===== src/rtl/i2c_gs_pkg.sv =====
// Shared types for the gated-acknowledge I2C target.
// Assumes: nothing beyond standard SystemVerilog.
package i2c_gs_pkg;

    // Protocol phase of the target engine.
    typedef enum logic [2:0] {
        ST_IDLE = 3'd0,  // standby, waiting for a start
        ST_ADDR = 3'd1,  // shifting in the address byte
        ST_ACK  = 3'd2,  // ninth clock of a byte the target received
        ST_WR   = 3'd3,  // shifting in a write data byte
        ST_RD   = 3'd4,  // shifting out a read data byte
        ST_MACK = 3'd5   // ninth clock of a byte the target sent
    } gs_state_t;

    // Width of a bus byte.
    localparam int BYTE_W = 8;

endpackage


===== src/rtl/i2c_gs_sync.sv =====
// Bus input conditioner: passes clock and data through a flop chain,
// then compares each line with its value one cycle earlier to find
// clock edges and start/stop conditions.
// Assumes: STAGES >= 2, and the bus idles high, so the flops reset to 1.
module i2c_gs_sync #(
    parameter int STAGES = 2
) (
    input  logic clk,
    input  logic rst_n,
    input  logic scl_i,
    input  logic sda_i,
    output logic scl_s,
    output logic scl_rise,
    output logic scl_fall,
    output logic start_det,
    output logic stop_det,
    output logic sda_s
);

    logic [STAGES-1:0] scl_ff;
    logic [STAGES-1:0] sda_ff;
    logic              scl_q;
    logic              sda_q;

    // Resynchronize both lines into the system clock domain.
    always_ff @(posedge clk) begin
        if (!rst_n) begin
            scl_ff <= '1;
            sda_ff <= '1;
        end else begin
            scl_ff <= {scl_ff[STAGES-2:0], scl_i};
            sda_ff <= {sda_ff[STAGES-2:0], sda_i};
        end
    end

    // Hold the previous synchronized value for edge comparison.
    always_ff @(posedge clk) begin
        if (!rst_n) begin
            scl_q <= 1'b1;
            sda_q <= 1'b1;
        end else begin
            scl_q <= scl_ff[STAGES-1];
            sda_q <= sda_ff[STAGES-1];
        end
    end

    // Decode edges and bus conditions.
    always_comb begin
        scl_s     = scl_ff[STAGES-1];
        sda_s     = sda_ff[STAGES-1];
        scl_rise  = scl_s & ~scl_q;
        scl_fall  = ~scl_s & scl_q;
        start_det = scl_s & scl_q & sda_q & ~sda_s;
        stop_det  = scl_s & scl_q & ~sda_q & sda_s;
    end

endmodule


===== src/rtl/i2c_gs_regfile.sv =====
// Flop-based register file behind the target, with one write port and
// one combinational read port. It also exposes the write-enable latch bit.
// Assumes: DEPTH < 2**AW. Addresses at or above DEPTH read 0 and drop writes.
module i2c_gs_regfile #(
    parameter int AW        = 8,
    parameter int DW        = 8,
    parameter int DEPTH     = 64,
    parameter int PROT_ADDR = 63,
    parameter int WEL_BIT   = 1
) (
    input  logic          clk,
    input  logic          rst_n,
    input  logic          wr_en,
    input  logic [AW-1:0] wr_addr,
    input  logic [DW-1:0] wr_data,
    input  logic [AW-1:0] rd_addr,
    output logic [DW-1:0] rd_data,
    output logic          wel
);

    localparam int IW = (DEPTH > 1) ? $clog2(DEPTH) : 1;

    logic [DW-1:0] mem [DEPTH];

    for (genvar i = 0; i < DEPTH; i++) begin : g_entry
        // One storage word; loads when its address is written.
        always_ff @(posedge clk) begin
            if (!rst_n) begin
                mem[i] <= '0;
            end else if (wr_en && (wr_addr == AW'(i))) begin
                mem[i] <= wr_data;
            end
        end
    end

    // Read mux with zero fill past the end of the file.
    always_comb begin
        if (int'(rd_addr) < DEPTH) begin
            rd_data = mem[rd_addr[IW-1:0]];
        end else begin
            rd_data = '0;
        end
        wel = mem[PROT_ADDR][WEL_BIT];
    end

endmodule


===== src/rtl/i2c_gs_gate.sv =====
// Acknowledge gate for a received write byte. It decides whether the
// byte is acknowledged, stored, used as the pointer, or refused.
// Assumes: the caller applies the outputs only at the byte decision point.
module i2c_gs_gate #(
    parameter int AW        = 8,
    parameter int PROT_ADDR = 63
) (
    input  logic          ptr_valid,
    input  logic [AW-1:0] ptr,
    input  logic          wel,
    input  logic          prot_done,
    output logic          ack,
    output logic          load_ptr,
    output logic          do_write,
    output logic          step_ptr,
    output logic          set_prot
);

    localparam logic [AW-1:0] PROT_A = AW'(PROT_ADDR);

    // Priority: pointer byte, closed protection write, protection target,
    // latch-gated ordinary write.
    always_comb begin
        ack      = 1'b0;
        load_ptr = 1'b0;
        do_write = 1'b0;
        step_ptr = 1'b0;
        set_prot = 1'b0;
        if (!ptr_valid) begin
            ack      = 1'b1;
            load_ptr = 1'b1;
        end else if (prot_done) begin
            ack      = 1'b0;
        end else if (ptr == PROT_A) begin
            ack      = 1'b1;
            do_write = 1'b1;
            set_prot = 1'b1;
        end else if (wel) begin
            ack      = 1'b1;
            do_write = 1'b1;
            step_ptr = 1'b1;
        end
    end

endmodule


===== src/rtl/i2c_gated_slave.sv =====
// Top of the gated-acknowledge I2C target. It holds the protocol engine
// and instantiates the input conditioner, the acknowledge gate and the
// register file. The data line is driven only through sda_oe (open drain).
// Assumes: the controller never stretches the clock and keeps every clock
// phase well above SYNC_STAGES+1 system clocks.
module i2c_gated_slave #(
    parameter logic [3:0] DEV_ID      = 4'b1101,
    parameter logic [2:0] SEL_ID      = 3'b111,
    parameter int         REG_DEPTH   = 64,
    parameter int         PROT_ADDR   = 63,
    parameter int         WEL_BIT     = 1,
    parameter int         SYNC_STAGES = 2
) (
    input  logic clk,
    input  logic rst_n,
    input  logic scl_i,
    input  logic sda_i,
    output logic sda_oe
);
    import i2c_gs_pkg::*;

    localparam int         AW    = 8;
    localparam int         CNT_W = $clog2(BYTE_W) + 1;
    localparam logic [6:0] MATCH = {DEV_ID, SEL_ID};
    localparam logic [CNT_W-1:0] FULL = CNT_W'(BYTE_W);

    logic scl_s, sda_s, scl_rise, scl_fall, start_det, stop_det;

    gs_state_t         state;
    logic [CNT_W-1:0]  cnt;
    logic [BYTE_W-1:0] shreg;
    logic [BYTE_W-1:0] txreg;
    logic [AW-1:0]     ptr;
    logic              ptr_valid;
    logic              prot_done;
    logic              is_read;
    logic              mack;

    logic              g_ack, g_load, g_write, g_step, g_prot;
    logic              wel;
    logic              wr_en;
    logic [AW-1:0]     wr_addr;
    logic [BYTE_W-1:0] wr_data;
    logic [BYTE_W-1:0] rd_data;
    logic              byte_end;

    i2c_gs_sync #(
        .STAGES(SYNC_STAGES)
    ) u_sync (
        .clk      (clk),
        .rst_n    (rst_n),
        .scl_i    (scl_i),
        .sda_i    (sda_i),
        .scl_s    (scl_s),
        .scl_rise (scl_rise),
        .scl_fall (scl_fall),
        .start_det(start_det),
        .stop_det (stop_det),
        .sda_s    (sda_s)
    );

    i2c_gs_gate #(
        .AW       (AW),
        .PROT_ADDR(PROT_ADDR)
    ) u_gate (
        .ptr_valid(ptr_valid),
        .ptr      (ptr),
        .wel      (wel),
        .prot_done(prot_done),
        .ack      (g_ack),
        .load_ptr (g_load),
        .do_write (g_write),
        .step_ptr (g_step),
        .set_prot (g_prot)
    );

    i2c_gs_regfile #(
        .AW       (AW),
        .DW       (BYTE_W),
        .DEPTH    (REG_DEPTH),
        .PROT_ADDR(PROT_ADDR),
        .WEL_BIT  (WEL_BIT)
    ) u_regs (
        .clk    (clk),
        .rst_n  (rst_n),
        .wr_en  (wr_en),
        .wr_addr(wr_addr),
        .wr_data(wr_data),
        .rd_addr(ptr),
        .rd_data(rd_data),
        .wel    (wel)
    );

    // Register-file write strobe at the end of an accepted write byte.
    always_comb begin
        byte_end = scl_fall && (cnt == FULL);
        wr_en    = (state == ST_WR) && byte_end && g_write
                   && !start_det && !stop_det;
        wr_addr  = ptr;
        wr_data  = shreg;
    end

    // Protocol engine: conditions first, then per-phase handling.
    always_ff @(posedge clk) begin
        if (!rst_n) begin
            state     <= ST_IDLE;
            cnt       <= '0;
            shreg     <= '0;
            txreg     <= '0;
            ptr       <= '0;
            ptr_valid <= 1'b0;
            prot_done <= 1'b0;
            is_read   <= 1'b0;
            mack      <= 1'b0;
            sda_oe    <= 1'b0;
        end else if (start_det) begin
            state     <= ST_ADDR;
            cnt       <= '0;
            ptr_valid <= 1'b0;
            prot_done <= 1'b0;
            sda_oe    <= 1'b0;
        end else if (stop_det) begin
            state  <= ST_IDLE;
            sda_oe <= 1'b0;
        end else begin
            unique case (state)
                ST_IDLE: begin
                    sda_oe <= 1'b0;
                end
                ST_ADDR: begin
                    if (scl_rise) begin
                        shreg <= {shreg[BYTE_W-2:0], sda_s};
                        cnt   <= cnt + 1'b1;
                    end else if (byte_end) begin
                        cnt <= '0;
                        if (shreg[7:1] == MATCH) begin
                            sda_oe  <= 1'b1;
                            is_read <= shreg[0];
                            state   <= ST_ACK;
                        end else begin
                            state <= ST_IDLE;
                        end
                    end
                end
                ST_WR: begin
                    if (scl_rise) begin
                        shreg <= {shreg[BYTE_W-2:0], sda_s};
                        cnt   <= cnt + 1'b1;
                    end else if (byte_end) begin
                        cnt    <= '0;
                        sda_oe <= g_ack;
                        state  <= ST_ACK;
                        if (g_load) begin
                            ptr       <= shreg;
                            ptr_valid <= 1'b1;
                        end
                        if (g_step) begin
                            ptr <= ptr + 1'b1;
                        end
                        if (g_prot) begin
                            prot_done <= 1'b1;
                        end
                    end
                end
                ST_ACK: begin
                    if (scl_fall) begin
                        cnt <= '0;
                        if (is_read) begin
                            txreg  <= rd_data;
                            sda_oe <= ~rd_data[BYTE_W-1];
                            ptr    <= ptr + 1'b1;
                            state  <= ST_RD;
                        end else begin
                            sda_oe <= 1'b0;
                            state  <= ST_WR;
                        end
                    end
                end
                ST_RD: begin
                    if (scl_rise) begin
                        cnt <= cnt + 1'b1;
                    end else if (scl_fall) begin
                        if (cnt == FULL) begin
                            cnt    <= '0;
                            sda_oe <= 1'b0;
                            mack   <= 1'b0;
                            state  <= ST_MACK;
                        end else begin
                            txreg  <= {txreg[BYTE_W-2:0], 1'b0};
                            sda_oe <= ~txreg[BYTE_W-2];
                        end
                    end
                end
                ST_MACK: begin
                    if (scl_rise) begin
                        mack <= ~sda_s;
                    end else if (scl_fall) begin
                        if (mack) begin
                            txreg  <= rd_data;
                            sda_oe <= ~rd_data[BYTE_W-1];
                            ptr    <= ptr + 1'b1;
                            state  <= ST_RD;
                        end else begin
                            sda_oe <= 1'b0;
                            state  <= ST_IDLE;
                        end
                    end
                end
                default: begin
                    state  <= ST_IDLE;
                    sda_oe <= 1'b0;
                end
            endcase
        end
    end

endmodule


===== config.mk =====
export PLATFORM = sky130hd
export DESIGN_NAME = i2c_gated_slave
export DESIGN_NICKNAME = d
export VERILOG_FILES = /design/src/rtl/i2c_gs_pkg.sv /design/src/rtl/i2c_gs_sync.sv /design/src/rtl/i2c_gs_regfile.sv /design/src/rtl/i2c_gs_gate.sv /design/src/rtl/i2c_gated_slave.sv
export SDC_FILE = /design/constraint.sdc
export NUM_CORES = 1
export LEC_CHECK = 0
export ABC_AREA = 1
export BUFFER_PORTS_ARGS = -buffer_cell sky130_fd_sc_hd__buf_2
export CORE_ASPECT_RATIO = 1.5
export CORE_MARGIN = 4
export CORE_UTILIZATION = 55
export CTS_CLUSTER_DIAMETER = 30
export DETAILED_ROUTE_END_ITERATION = 16
export PLACE_DENSITY = 0.81
export SLEW_MARGIN = 20
export SYNTH_ARGS = -nofsm -noshare
export SYNTH_HDL_FRONTEND = slang
export SYNTH_SLANG_ARGS = --single-unit

===== constraint.sdc =====
create_clock -name clk -period 8.6 [get_ports clk]
set_clock_uncertainty 0.05 [all_clocks]
set_input_delay 1.72 -clock clk [delete_from_list [all_inputs] [get_ports clk]]
set_output_delay 1.72 -clock clk [all_outputs]
set_load 0.005 [all_outputs]

Yosys cells after proc, flatten, opt, wreduce, memory -nomap -nowiden:

Memory sizes are Yosys's and may differ from the RTL's. A register that Yosys moved wholly into a read port is not among the register bits.
Index checks and enable logic that the tools add are counted.

* RAM bits: 512
* output and inout port bits: 1
* bits in registers: 41
* memories kept: 1

* bitwise operators: 82
* add/subtract/negate cells: 2
* reduce and logical (&&, ||, !) cells: 91
* equal/unequal tests: 100
* order comparisons: 1
* muxes and demuxes: 332

Memory list
* u_regs.mem: words 64, width 8, read ports 2, clocked after memory_dff 1, write ports 64, RTL line i2c_gs_regfile.sv:23 `logic [DW-1:0] mem [DEPTH];`

Operators with widths (number)
* $mux W8: 74
* $eq A8 B6 Y1 const B: 32
* $mux W1: 223
* $eq A8 B5 Y1 const B: 16
* $logic_and A1 B1 Y1: 69
* $eq A8 B4 Y1 const B: 8
* $or A1 B1 Y1: 64
* $mux W7: 8
* $reduce_and A11 Y1: 4
* $ne A4 B4 Y1 const B: 10
* $mux W3: 12
* $eq A8 B3 Y1 const B: 4
* $ne A2 B2 Y1 const B: 15
* $mux W4: 6
* $pmux W8 S3: 1
* $pmux W7 S3: 1
* $pmux W3 S6: 1
* $eq A8 B2 Y1 const B: 2
* $mux W6: 2
* $ne A3 B3 Y1 const B: 4
* $pmux W4 S3: 1
* $reduce_and A6 Y1: 2
* $not A1 Y1: 11
* $reduce_and A10 Y1: 1
* 24 further kinds: 37

Longest topological paths before layout:

An unclocked memory read counts as a cell.

* depth in word-level cells: 13
* depth in mapped cells: 16

By module:

From an unflattened synthesis, not the netlist that was laid out.

* cells, all modules: 2930
* area total of the unflattened synthesis: 26297.7 µm²

Modules (own cells, without submodules)
* i2c_gs_regfile: cells an instance 2531, instances 1, area an instance 23881.7 µm²
* i2c_gated_slave: cells an instance 352, instances 1, area an instance 2133.3 µm²
* i2c_gs_sync: cells an instance 27, instances 1, area an instance 198.9 µm²
* i2c_gs_gate: cells an instance 20, instances 1, area an instance 83.8 µm²

Worst setup path after synthesis:

OpenSTA, ideal clock, no wires.

* kind: in2reg
* start: in rst_n
* end: mem u_regs.mem[0][0] (enable)
* stages: 4
* required time: 8.193 ns
* data arrival time: 2.821 ns
* path slack: 5.372 ns
* library setup time: 0.357 ns
* path through: clkbuf_1 > clkbuf_1 > clkbuf_1 > o21ai_0

RTL lines
* start, declared: RTL line i2c_gated_slave.sv:15 `input logic rst_n,`
* end, declared: RTL line i2c_gs_regfile.sv:23

==> impl_summary.md <==
Final layout
The final layout net count is 2532. Once layout is complete, the utilization of the core stands at 61.4%. The signed area change from the synthesized netlist to the final layout is 10.3%. The fraction of layout cells with a size suffix above 1 is 7.22%.

Worst setup path
The cell depth of the worst flop-to-flop path is 11. STA classifies the critical path startpoint as a flop. For this design, the slowest cell found on the critical path is sky130_fd_sc_hd__o21ai_0. The delay contributed by the slowest stage of the critical path is 1.01 ns. The kind of capture point of the worst setup path is a flop. Of all nets on the critical path, the largest fanout is 17. Among the stages of the critical path, the cell type that occurs most often is sky130_fd_sc_hd__inv_1. The data arrival time of the worst path is 4.53 ns. The critical path goes through ha_1 -> inv_1 -> nor2_4 -> inv_1 -> nor2_2 -> inv_1 -> a21oi_4 -> nand2_1 -> nor2_2 -> inv_1 -> o21ai_0. For the worst setup path, the data required time is 8.75 ns. The path type of the worst setup path is flop to flop.

Floorplan
The count of pins on the block boundary is 5. The initial standard-cell utilization of the core is a little under three fifths. The die covers 0.0499 mm^2. The die is 184 um wide.

The total area inside the core boundary comes to between 0.04 and 0.05 mm^2. The floorplan has between 90 and 100 rows. The die boundary height is between 200 and 300 um.

Min path
The number of stages on the worst hold path is 1. The path class of the tightest hold or removal check is flop to flop.

Global routing
In the global route stage, overall resource usage came out at 30.3%. The number of global-route vias before repair is 20039. The sum of overflow across all layers after global routing is 0.

The initial antenna violation count is 3. The global-route wire length before repair is ~110 mm. Entering global routing, the biggest net connects 210 pins.

Power
The power density over the cells is 271 mW/mm^2. The register share of total power is 41.9%. The switching power total is 2.42 mW. The maximum resistive drop on vdd is just under 0.2 mV. Internal power comes to 5.18 mW.

The post-route total power is 7.60 mW. In this run the static leakage power is 9.20 nW. Of the total power, combinational logic draws 19.4%. The net switching share of the total power is 31.9%. Of the total power, the clock network draws 38.7%.

Synthesis
Summing every instance area after synthesis gives 0.0255 mm^2. After Yosys synthesis, XOR and XNOR cells account for less than 1% of the synthesized area. Sequential cells were found to cover 64.1% of the synthesized design area. The multiplexer share of the synthesized area is 0%. The synthesized netlist contains 36 unique library cells. The commonest cells after synthesis are sky130_fd_sc_hd__nor2_1, sky130_fd_sc_hd__edfxtp_1, sky130_fd_sc_hd__o21ai_0. The synthesized netlist devotes a little under an eighth of its cell area to compound gates. By area the synthesized netlist is led by sky130_fd_sc_hd__edfxtp_1, sky130_fd_sc_hd__nor2_1, sky130_fd_sc_hd__o21ai_0, sky130_fd_sc_hd__dfxtp_1, sky130_fd_sc_hd__nand3_1.

The total of warnings raised by yosys is 0. The largest family of logic cells by synthesized area is simple AND/OR/NAND/NOR gates. The cell type contributing the most total cell area after synthesis is sky130_fd_sc_hd__edfxtp_1. The synthesized netlist net count is 2622. The most used standard cell by instance count after synthesis is sky130_fd_sc_hd__nor2_1.

Dividing the synthesized area by the synthesized cell count gives 9.76 um^2. The number of synthesized flops with an enable pin is 512. Of the post-synthesis cell area, the dominant cell type holds 60.4%. Of the total synthesized cell area, the portion taken by full adders, half adders and majority gates is 0.442%. In the synthesized netlist the dominant register cell turns out to be sky130_fd_sc_hd__edfxtp_1. The total of flip-flops plus latches after synthesis is between 500 and 600. Of all flip-flops after synthesis, the portion carrying an async set or reset was 0%.

The basic-gate share of the synthesized area counting and, or, nand and nor cells is 19.9%. Synthesis produced a netlist whose cell count is 2609.

Clocking
The total CTS buffers is 68. The clock latency at the later pin of the worst-skew pair is 0.61 ns. Counting every sink on the clock net gives 559. The count of hold-fix buffers inserted at cts is 0. The number of levels in the clock H-tree is 3. The TritonCTS clock tree is built. The post-CTS repair timing setup buffer count is 0. The number of gates resized after CTS is 0. In this run the clock root is driven by a sky130_fd_sc_hd__clkbuf_16.

Clock-pin slew was measured on the worst setup and hold paths at 0.06 ns. The clock passes through at most 3 buffers.

STA
Setup violations remaining at the end of the flow were counted as 0. Setup repair after global routing left no endpoint under its margin. Headroom to the max-slew limit came out at 20.3%.

The slew at the pin with the worst max-slew slack is 1.19 ns. The setup TNS is 0 ns. The hold violation total from the final report is 0. The final max-slew violation count was 0. The final clock period utilization by the worst path is 50.9%. Hold timing on the final database bottoms out at a slack of 0.363 ns. The final critical path time including I/O delays and setup is 4.37 ns. The maximum clock rate is 229 MHz.

Detailed routing
The final wirelength is about 77 mm. The via density per instance is 6.51. In the final routed layout, each cell accounts on average for 24.3 um. The first detailed-routing pass ran for 6 iterations. For this block, the via count after detailed routing is 20598. The remaining antenna violation count is 0.

The detailed router finished its first iteration with 2841 violations. The residual DRC count is 0.

Job
Across the run, the number of max-cap violations was 0.

Run status
The run finished with clean final reports.

Placement
The post-detailed-placement half-perimeter wirelength is about 46 mm. The final weighted congestion of routability-driven global placement is ~1.0. The count of buffers added on input and output ports is 4.
==> cell usage in the layout, fill, tap and decap left out, types with 14 or more instances in the layout <==
cell                          n
sky130_fd_sc_hd__edfxtp_1   512
sky130_fd_sc_hd__buf_4       28
sky130_fd_sc_hd__dfxtp_1     44
sky130_fd_sc_hd__nor2_1     788
sky130_fd_sc_hd__o221ai_1    55
sky130_fd_sc_hd__o22ai_1     57
sky130_fd_sc_hd__a21oi_1     51
sky130_fd_sc_hd__inv_6       14
sky130_fd_sc_hd__nor3_1      17
sky130_fd_sc_hd__nand2_1    228
sky130_fd_sc_hd__inv_1       74
sky130_fd_sc_hd__o21ai_0    299
sky130_fd_sc_hd__o21ai_1     39
sky130_fd_sc_hd__clkbuf_16   71
sky130_fd_sc_hd__nand3_1    183
==> critical path: cells and delay by family, from the launching register on <==
| kind | cells | cell delay (ns) |
|---|---|---|
| compound gates | 2 | 1.17 |
| simple gates | 4 | 1.10 |
| buf+inv | 4 | 0.99 |
| fa+ha+maj | 1 | 0.24 |
| flops | 1 | 0.43 |
==> kinds of logic after synthesis <==
logic type / count (synthesis)
flip-flops: 559
AO/OA/AOI/OAI: 514
AND/OR/NAND/NOR: 1246
buffers and inverters: 278
XOR/XNOR: 3
adder cells (fa/ha/maj): 9
==> final timing paths <==
kind	slack, ns	endpoint	startpoint
setup / recovery	4.23	u_regs.mem[54][1]	ptr[0]
hold / removal	0.36	u_sync.sda_ff[1]	u_sync.sda_ff[0]
setup reg to reg	4.23	u_regs.mem[54][1]	ptr[0]
hold reg to reg	0.36	u_sync.sda_ff[1]	u_sync.sda_ff[0]
==> power by group through the flow <==
stage               registers (mW)  clock network (mW)  logic, mW
floorplan                     3.18                   0      0.953
global placement              3.23                   0       1.36
detailed placement            3.24                   0       1.38
CTS                           3.18                2.94       1.40
global route                  3.19                3.07       1.55
finish                        3.18                2.94       1.47
==> flip-flops by register name (all words and copies together), names as in the netlist, 2 cells and up, named ones only <==
signal,cells
state,3
u_sync.scl_ff,2
cnt,4
txreg,7
shreg,8
u_regs.mem,512
u_sync.sda_ff,2
ptr,8
==> metal layers <==
metal / vias up / wire [um] / GRT usage (%)
met3: 420 / 9020 / 7.48
met2: 1590 / 36400 / 48.7
li1: 8914 / - / -
met1: 9670 / 24700 / 34.9
met5: - / 27 / 0
met4: 4 / 6900 / 22.4
==> stage by stage <==
step                cell area [um^2]  worst slack, ns  cells
finish                         28100             4.23   3166
global route                   28100             4.00   3163
CTS                            28100             4.31   3163
detailed placement             25700             4.25   3037
global placement               25700             4.65   3037
floorplan                      25500             5.37   2609
==> area by class of cell <==
type / instances / area [um^2]
Inverter: 86 / 328
Multi-Input combinational cell: 1772 / 8100
Fill cell: 3504 / 17700
Tap cell: 588 / 736
Sequential cell: 559 / 16300
Clock buffer: 80 / 1840
Timing Repair Buffer: 32 / 245
Antenna cell: 3 / 7.51
Clock inverter: 46 / 508
Note: power is estimated with default switching activity, not from simulation.
